`src/rtl/rstboot_pkg.sv`:
```
// Shared types for the reset and boot-mode latch controller.
package rstboot_pkg;
    // Configuration captured at the release of a pin reset.
    typedef struct packed {
        logic       tri_on;
        logic       boot;
        logic [1:0] dbg;
    } cfg_t;
endpackage

```
`src/rtl/rstboot_sync.sv`:
```
// Multi-stage synchronizer for a vector of asynchronous pins.
// Assumes every bit is an independent level signal; no reset, the
// chain is flushed by the pins themselves within STAGES cycles.
module rstboot_sync #(
    parameter int W      = 1,
    parameter int STAGES = 2
) (
    input  logic         clk,
    input  logic [W-1:0] d,
    output logic [W-1:0] q
);
    logic [W-1:0] stg [STAGES];

    // Shift the pin levels through the synchronizer chain.
    always_ff @(posedge clk) begin
        stg[0] <= d;
        for (int s = 1; s < STAGES; s++) stg[s] <= stg[s-1];
    end

    assign q = stg[STAGES-1];
endmodule

```
`src/rtl/rstboot_win.sv`:
```
// Counts consecutive low samples of the synchronized tri-state
// request while the synchronized pin reset is asserted; saturates at
// WIN. Assumes hold_n and req_n are aligned by equal-depth synchronizers.
module rstboot_win #(
    parameter int WIN = 10
) (
    input  logic clk,
    input  logic hold_n,
    input  logic req_n,
    output logic full
);
    localparam int CW = $clog2(WIN + 1);
    logic [CW-1:0] cnt;

    // Consecutive-low counter, cleared outside reset or on a high sample.
    always_ff @(posedge clk) begin
        if (hold_n || req_n) cnt <= '0;
        else if (cnt != CW'(WIN)) cnt <= cnt + 1'b1;
    end

    assign full = (cnt == CW'(WIN));
endmodule

```
`src/rtl/rstboot_wdstretch.sv`:
```
// Stretches a one-cycle watchdog request into a LEN-cycle reset hold.
// Synchronous active-low reset (the synchronized pin reset) cancels it,
// which gives the pin reset priority. Requests while busy are dropped.
module rstboot_wdstretch #(
    parameter int LEN = 4
) (
    input  logic clk,
    input  logic rst_n,
    input  logic req,
    output logic hold_nxt
);
    localparam int CW = $clog2(LEN + 1);
    logic [CW-1:0] cnt, cnt_nxt;

    // Next-count: decrement while busy, load on an idle request.
    always_comb begin
        if (!rst_n)          cnt_nxt = '0;
        else if (cnt != '0)  cnt_nxt = cnt - 1'b1;
        else if (req)        cnt_nxt = CW'(LEN);
        else                 cnt_nxt = '0;
    end

    // Count register.
    always_ff @(posedge clk) cnt <= cnt_nxt;

    assign hold_nxt = (cnt_nxt != '0);

    // a running stretch counts down regardless of new requests.
    p_no_retrigger_r5: assert property (@(posedge clk) disable iff (!rst_n)
        (cnt != '0) |=> (cnt == CW'($past(cnt) - 1'b1)));
endmodule

```
`src/rtl/rstboot_ctrl.sv`:
```
// Reset and boot-mode latch controller (top).
// Merges the pin reset and the watchdog request into sys_rst_n,
// captures boot, tri-state and debug pins on pin-reset release, and
// masks all output enables in tri-state mode. Assumes wdog_req is
// synchronous to clk_slow and the other pins are asynchronous levels.
module rstboot_ctrl #(
    parameter int WIN_LEN     = 10,
    parameter int WD_LEN      = 4,
    parameter int SYNC_STAGES = 2,
    parameter int N_OE        = 32
) (
    input  logic            clk_slow,
    input  logic            ext_rst_n,
    input  logic            wdog_req,
    input  logic            tri_req_n,
    input  logic            boot_pin,
    input  logic [1:0]      dbg_pin,
    output logic            sys_rst_n,
    output logic            tristate_q,
    output logic            boot_mode_q,
    output logic [1:0]      dbg_mode_q,
    output logic            ice_sel,
    output logic [N_OE-1:0] oe_mask
);
    import rstboot_pkg::*;

    localparam int NPIN = 5;

    logic [NPIN-1:0] pins_s;
    logic            ext_s, tri_s, boot_s;
    logic [1:0]      dbg_s;
    logic            ext_d, rel, win_full, wd_hold_nxt, sys_q;
    cfg_t            cfg_q;

    rstboot_sync #(.W(NPIN), .STAGES(SYNC_STAGES)) u_sync (
        .clk (clk_slow),
        .d   ({ext_rst_n, tri_req_n, boot_pin, dbg_pin}),
        .q   (pins_s)
    );
    assign {ext_s, tri_s, boot_s, dbg_s} = pins_s;

    rstboot_win #(.WIN(WIN_LEN)) u_win (
        .clk    (clk_slow),
        .hold_n (ext_s),
        .req_n  (tri_s),
        .full   (win_full)
    );

    rstboot_wdstretch #(.LEN(WD_LEN)) u_wd (
        .clk      (clk_slow),
        .rst_n    (ext_s),
        .req      (wdog_req),
        .hold_nxt (wd_hold_nxt)
    );

    // Delayed synchronized pin level for release detection.
    always_ff @(posedge clk_slow) ext_d <= ext_s;
    assign rel = ext_s & ~ext_d;

    // System reset: pin reset plus one extra cycle, or watchdog hold.
    always_ff @(posedge clk_slow) sys_q <= ext_s & ext_d & ~wd_hold_nxt;

    // Configuration capture: normal defaults during pin reset, load at release.
    always_ff @(posedge clk_slow) begin
        if (!ext_s)   cfg_q <= '0;
        else if (rel) cfg_q <= '{tri_on: win_full, boot: boot_s, dbg: dbg_s};
    end

    assign sys_rst_n   = sys_q;
    assign tristate_q  = cfg_q.tri_on;
    assign boot_mode_q = cfg_q.boot;
    assign dbg_mode_q  = cfg_q.dbg;
    assign ice_sel     = ~cfg_q.dbg[1];
    assign oe_mask     = cfg_q.tri_on ? '0 : '1;

    // a synchronized pin reset always holds the system reset.
    p_rst_hold_r1: assert property (@(posedge clk_slow) disable iff ($isunknown(ext_d))
        !ext_s |=> !sys_rst_n);

    // the system reset only releases after two high synchronized samples.
    p_rel_delay_r1: assert property (@(posedge clk_slow) disable iff ($isunknown(ext_d))
        $rose(sys_rst_n) |-> ($past(ext_s, 1) && $past(ext_s, 2)));

    // tri-state mode can only switch on at a pin-reset release.
    p_tri_at_rel_r2: assert property (@(posedge clk_slow) disable iff ($isunknown(ext_d))
        $rose(cfg_q.tri_on) |-> $past(rel));

    // outside pin-reset edges the captured configuration is frozen.
    p_cfg_frozen_r4: assert property (@(posedge clk_slow) disable iff ($isunknown(ext_d))
        (ext_s && $past(ext_s) && $past(ext_s, 2)) |-> $stable(cfg_q));
endmodule

```
`config.mk`:
```
export PLATFORM = sky130hd
export DESIGN_NAME = rstboot_ctrl
export DESIGN_NICKNAME = d
export VERILOG_FILES = /design/src/rtl/rstboot_pkg.sv /design/src/rtl/rstboot_sync.sv /design/src/rtl/rstboot_win.sv /design/src/rtl/rstboot_wdstretch.sv /design/src/rtl/rstboot_ctrl.sv
export SDC_FILE = /design/constraint.sdc
export NUM_CORES = 1
export LEC_CHECK = 0
export ABC_AREA = 1
export BUFFER_PORTS_ARGS = -buffer_cell sky130_fd_sc_hd__buf_2
export CAP_MARGIN = 20
export CORE_ASPECT_RATIO = 0.75
export CORE_MARGIN = 1.5
export CORE_UTILIZATION = 50
export CTS_BUF_LIST = sky130_fd_sc_hd__clkbuf_4 sky130_fd_sc_hd__clkbuf_8
export CTS_CLUSTER_DIAMETER = 150
export CTS_CLUSTER_SIZE = 28
export DETAILED_ROUTE_END_ITERATION = 8
export PLACE_DENSITY = 0.85
export SLEW_MARGIN = 20
export SYNTH_ARGS = -nofsm -noshare
export SYNTH_HDL_FRONTEND = slang
export SYNTH_SLANG_ARGS = --single-unit
```
`constraint.sdc`:
```
create_clock -name clk_slow -period 3.34 [get_ports clk_slow]
set_input_delay 0.334 -clock clk_slow [delete_from_list [all_inputs] [get_ports clk_slow]]
set_output_delay 0.334 -clock clk_slow [all_outputs]
set_load 0.005 [all_outputs]
```
==> results.py <==
metrics = {
    "logic_synthesis": {
        "syn-cell-area_um2": 952,
        "avgSynthCellArea_um2": 9.07,
        "syn_nets": 115,
        "synth.distinct_cells": 16,
        "yosys_warnings": 0,
        "synthCells": 105,
        "ys_ff_latch": 23,
        "ys_seq_area_share_pct": 48.4,
    },
    "floorplan": {
        "fp.coreArea_um2": 1760,
        "die_h_um": 40.8,
        "die_x_um": 53.4,
        "io-pin-count": 45,
        "rows": 13,
        "dieArea_um2": 2180,
        "initial_core_util_pct": 54.2,
    },
    "route": {
        "vias": 649,
        "wirelength_mm": 1.24,
        "ant_nets": 0,
        "drt_iter0_drc": 4,
        "drc_errors": 0,
        "viasPerCell": 4.51,
        "routedWlPerCell_um": 8.58,
        "first_pass_iters": 4,
    },
    "critical_path": {
        "critPathArrivalTime_ns": 1.27,
        "slowest_stage": "inv_1",
        "crit_path_cell_trace": "inv_1 > buf_2",
        "cpLargestDelayFamily": "buffers and inverters",
        "path_class": "reg -> out",
        "cp.required_ns": 3.01,
        "max_stage_delay_ns": 0.43,
        "cp_max_fo": 33,
        "critPathCaptureType": "output pin",
        "worst-path-buf-inv": 2,
        "start_kind": "register",
    },
    "sta": {
        "setup_viol": 0,
        "fmax_mhz": 625,
        "setup_tns_ns": 0,
        "rsz0062_at_grt": "false",
        "finClkSkew_ns": 0.00564,
        "maxSlewHeadroom_pct": 61.2,
        "post-route-period-util_pct": 47.9,
        "worstMarginPinSlew_ns": 0.582,
        "holdWs_ns": 0.124,
        "hold_viol_final": 0,
        "slew_violations": 0,
        "fin_crit_ns": 1.60,
    },
    "clock_network": {
        "clockRootBuffer": "clkbuf_4",
        "post_cts_resized": 0,
        "cts_hold_buf": 0,
        "h-tree-depth": 1,
        "post_cts_buffers": 0,
        "cts_tree": "built",
        "clk_path_buf_depth": 2,
        "path_clk_slew_ns": 0.12,
        "clock_latency_ns": 0.30,
        "clkSinkCount": 23,
        "cts_buffers": 3,
    },
    "placement": {
        "dp_hpwl_mm": 1.00,
        "gp_congestion": 0.715,
        "io_buffers": 44,
    },
    "finish": {
        "drive_gt1_share_pct": 42.6,
        "num_antenna_cells": 0,
        "mostFrequentLayoutCells": "buf_2, dfxtp_1, inv_1, nor2_1, nand2_1",
        "fill_cells": 154,
        "area_growth_pct": 4.47,
        "postLayoutCoreUtil_pct": 56.6,
        "final_nets": 133,
        "final_common_cell": "buf_2",
    },
    "grt": {
        "grt.total_usage_pct": 11.3,
        "grt_pass1_vias": 429,
        "grt_max_degree": 34,
        "globalRouteOverflowTotal": 0,
        "grt_pass1_wl_mm": 1.68,
        "antenna_found_initial": 0,
    },
    "power_and_ir_drop": {
        "switching_share_pct": 26.4,
        "p_int_uw": 384,
        "clockPowerShare_pct": 22.9,
        "p_per_area_nw_per_um2": 525,
        "peakVddDrop_uv": 281,
        "leakage_uw": 0.000471,
        "seqPwrFrac_pct": 61.2,
        "switching_power_uw": 138,
        "power_frac_comb_pct": 15.9,
    },
    "run": {
        "cap_violations": 0,
    },
    "outcome": {
        "status": "finished, final reports clean",
    },
    "min_path": {
        "hp-class": "in -> reg",
    },
}
layer usage:
layer	GRT usage [%]	wire (µm)	part of all wire (%)	vias up
li1	-	-	-	328
met1	11.2	495	40	283
met2	22.2	605	49	36
met3	2.19	124	10	2
met4	7.69	10	0.81	0
met5	0	0	0	-
synth_stat cells:
library cell,count,area (µm²)
buf_4,31,233
nor2_1,11,41.3
inv_2,1,3.75
inv_1,12,45.0
nand4_1,1,6.26
a21oi_1,4,20.0
o22ai_1,2,12.5
or2_4,1,8.76
dfxtp_1,23,460
o21ai_0,1,5.00
xnor2_1,1,8.76
o21ai_2,2,17.5
nor3_1,2,10.0
nand3_1,4,20.0
nand2_1,6,22.5
ha_1,3,37.5
registers in the layout, summed over array words and instances, names as in the netlist:
name and count:
u_sync.stg 10, u_win.cnt 4, u_wd.cnt 3, dbg_mode_q 2
boot_mode_q 1, ext_d 1, sys_rst_n 1, tristate_q 1
kinds of logic after synthesis:
family / count (synthesis) / share of synthesized area [%]
AO/OA/AOI/OAI: 9 / 5.78
flip-flops: 23 / 48.4
buffers and inverters: 44 / 29.6
XOR/XNOR: 1 / 0.920
adder cells (fa/ha/maj): 3 / 3.94
AND/OR/NAND/NOR: 25 / 11.4
final cells by class:
type	instances	area [µm²]	area share (%)
Clock buffer	3	22.5	2.26
Clock inverter	1	5.00	0.503
Inverter	13	48.8	4.91
Multi-Input combinational cell	38	210	21.1
Sequential cell	23	460	46.3
Tap cell	22	27.5	2.77
Timing Repair Buffer	44	220	22.1
power groups by stage:
stage | logic, µW | clock network, µW | registers, µW
after floorplan | 62.6 | 0 | 323
after global placement | 78.7 | 0 | 323
after detailed placement | 84.8 | 0 | 326
after CTS | 84.8 | 125 | 319
after global routing | 94.9 | 133 | 322
final | 83.1 | 119 | 319
stage by stage:
stage / total power, µW / setup slack [ns] / instances / cell area (µm²)
after floorplan: 385 / 1.97 / 105 / 952
after global placement: 402 / 2.08 / 140 / 967
after detailed placement: 410 / 2.03 / 140 / 967
after CTS: 529 / 1.69 / 144 / 995
after global routing: 550 / 1.50 / 144 / 995
final: 522 / 1.74 / 144 / 995
worst register-to-register path: cells and delay by family, from the launching register on:
family,cells,cell delay (ns)
adder cells (fa/ha/maj),1,0.20
buffers and inverters,2,0.17
flip-flops,1,0.42
AND/OR/NAND/NOR,2,0.34
final timing paths:
check,startpoint,cells after the start,to,slack (ns)
hold reg to reg,u_sync.stg[0][1],0,u_sync.stg[0][6],0.34
hold / removal,boot_pin,1,u_sync.stg[0][2],0.12
setup reg to reg,u_win.cnt[0],5,u_win.cnt[2],2.15
setup / recovery,tristate_q,2,oe_mask[5],1.74
No activity file was read; power rests on OpenSTA's default activity.
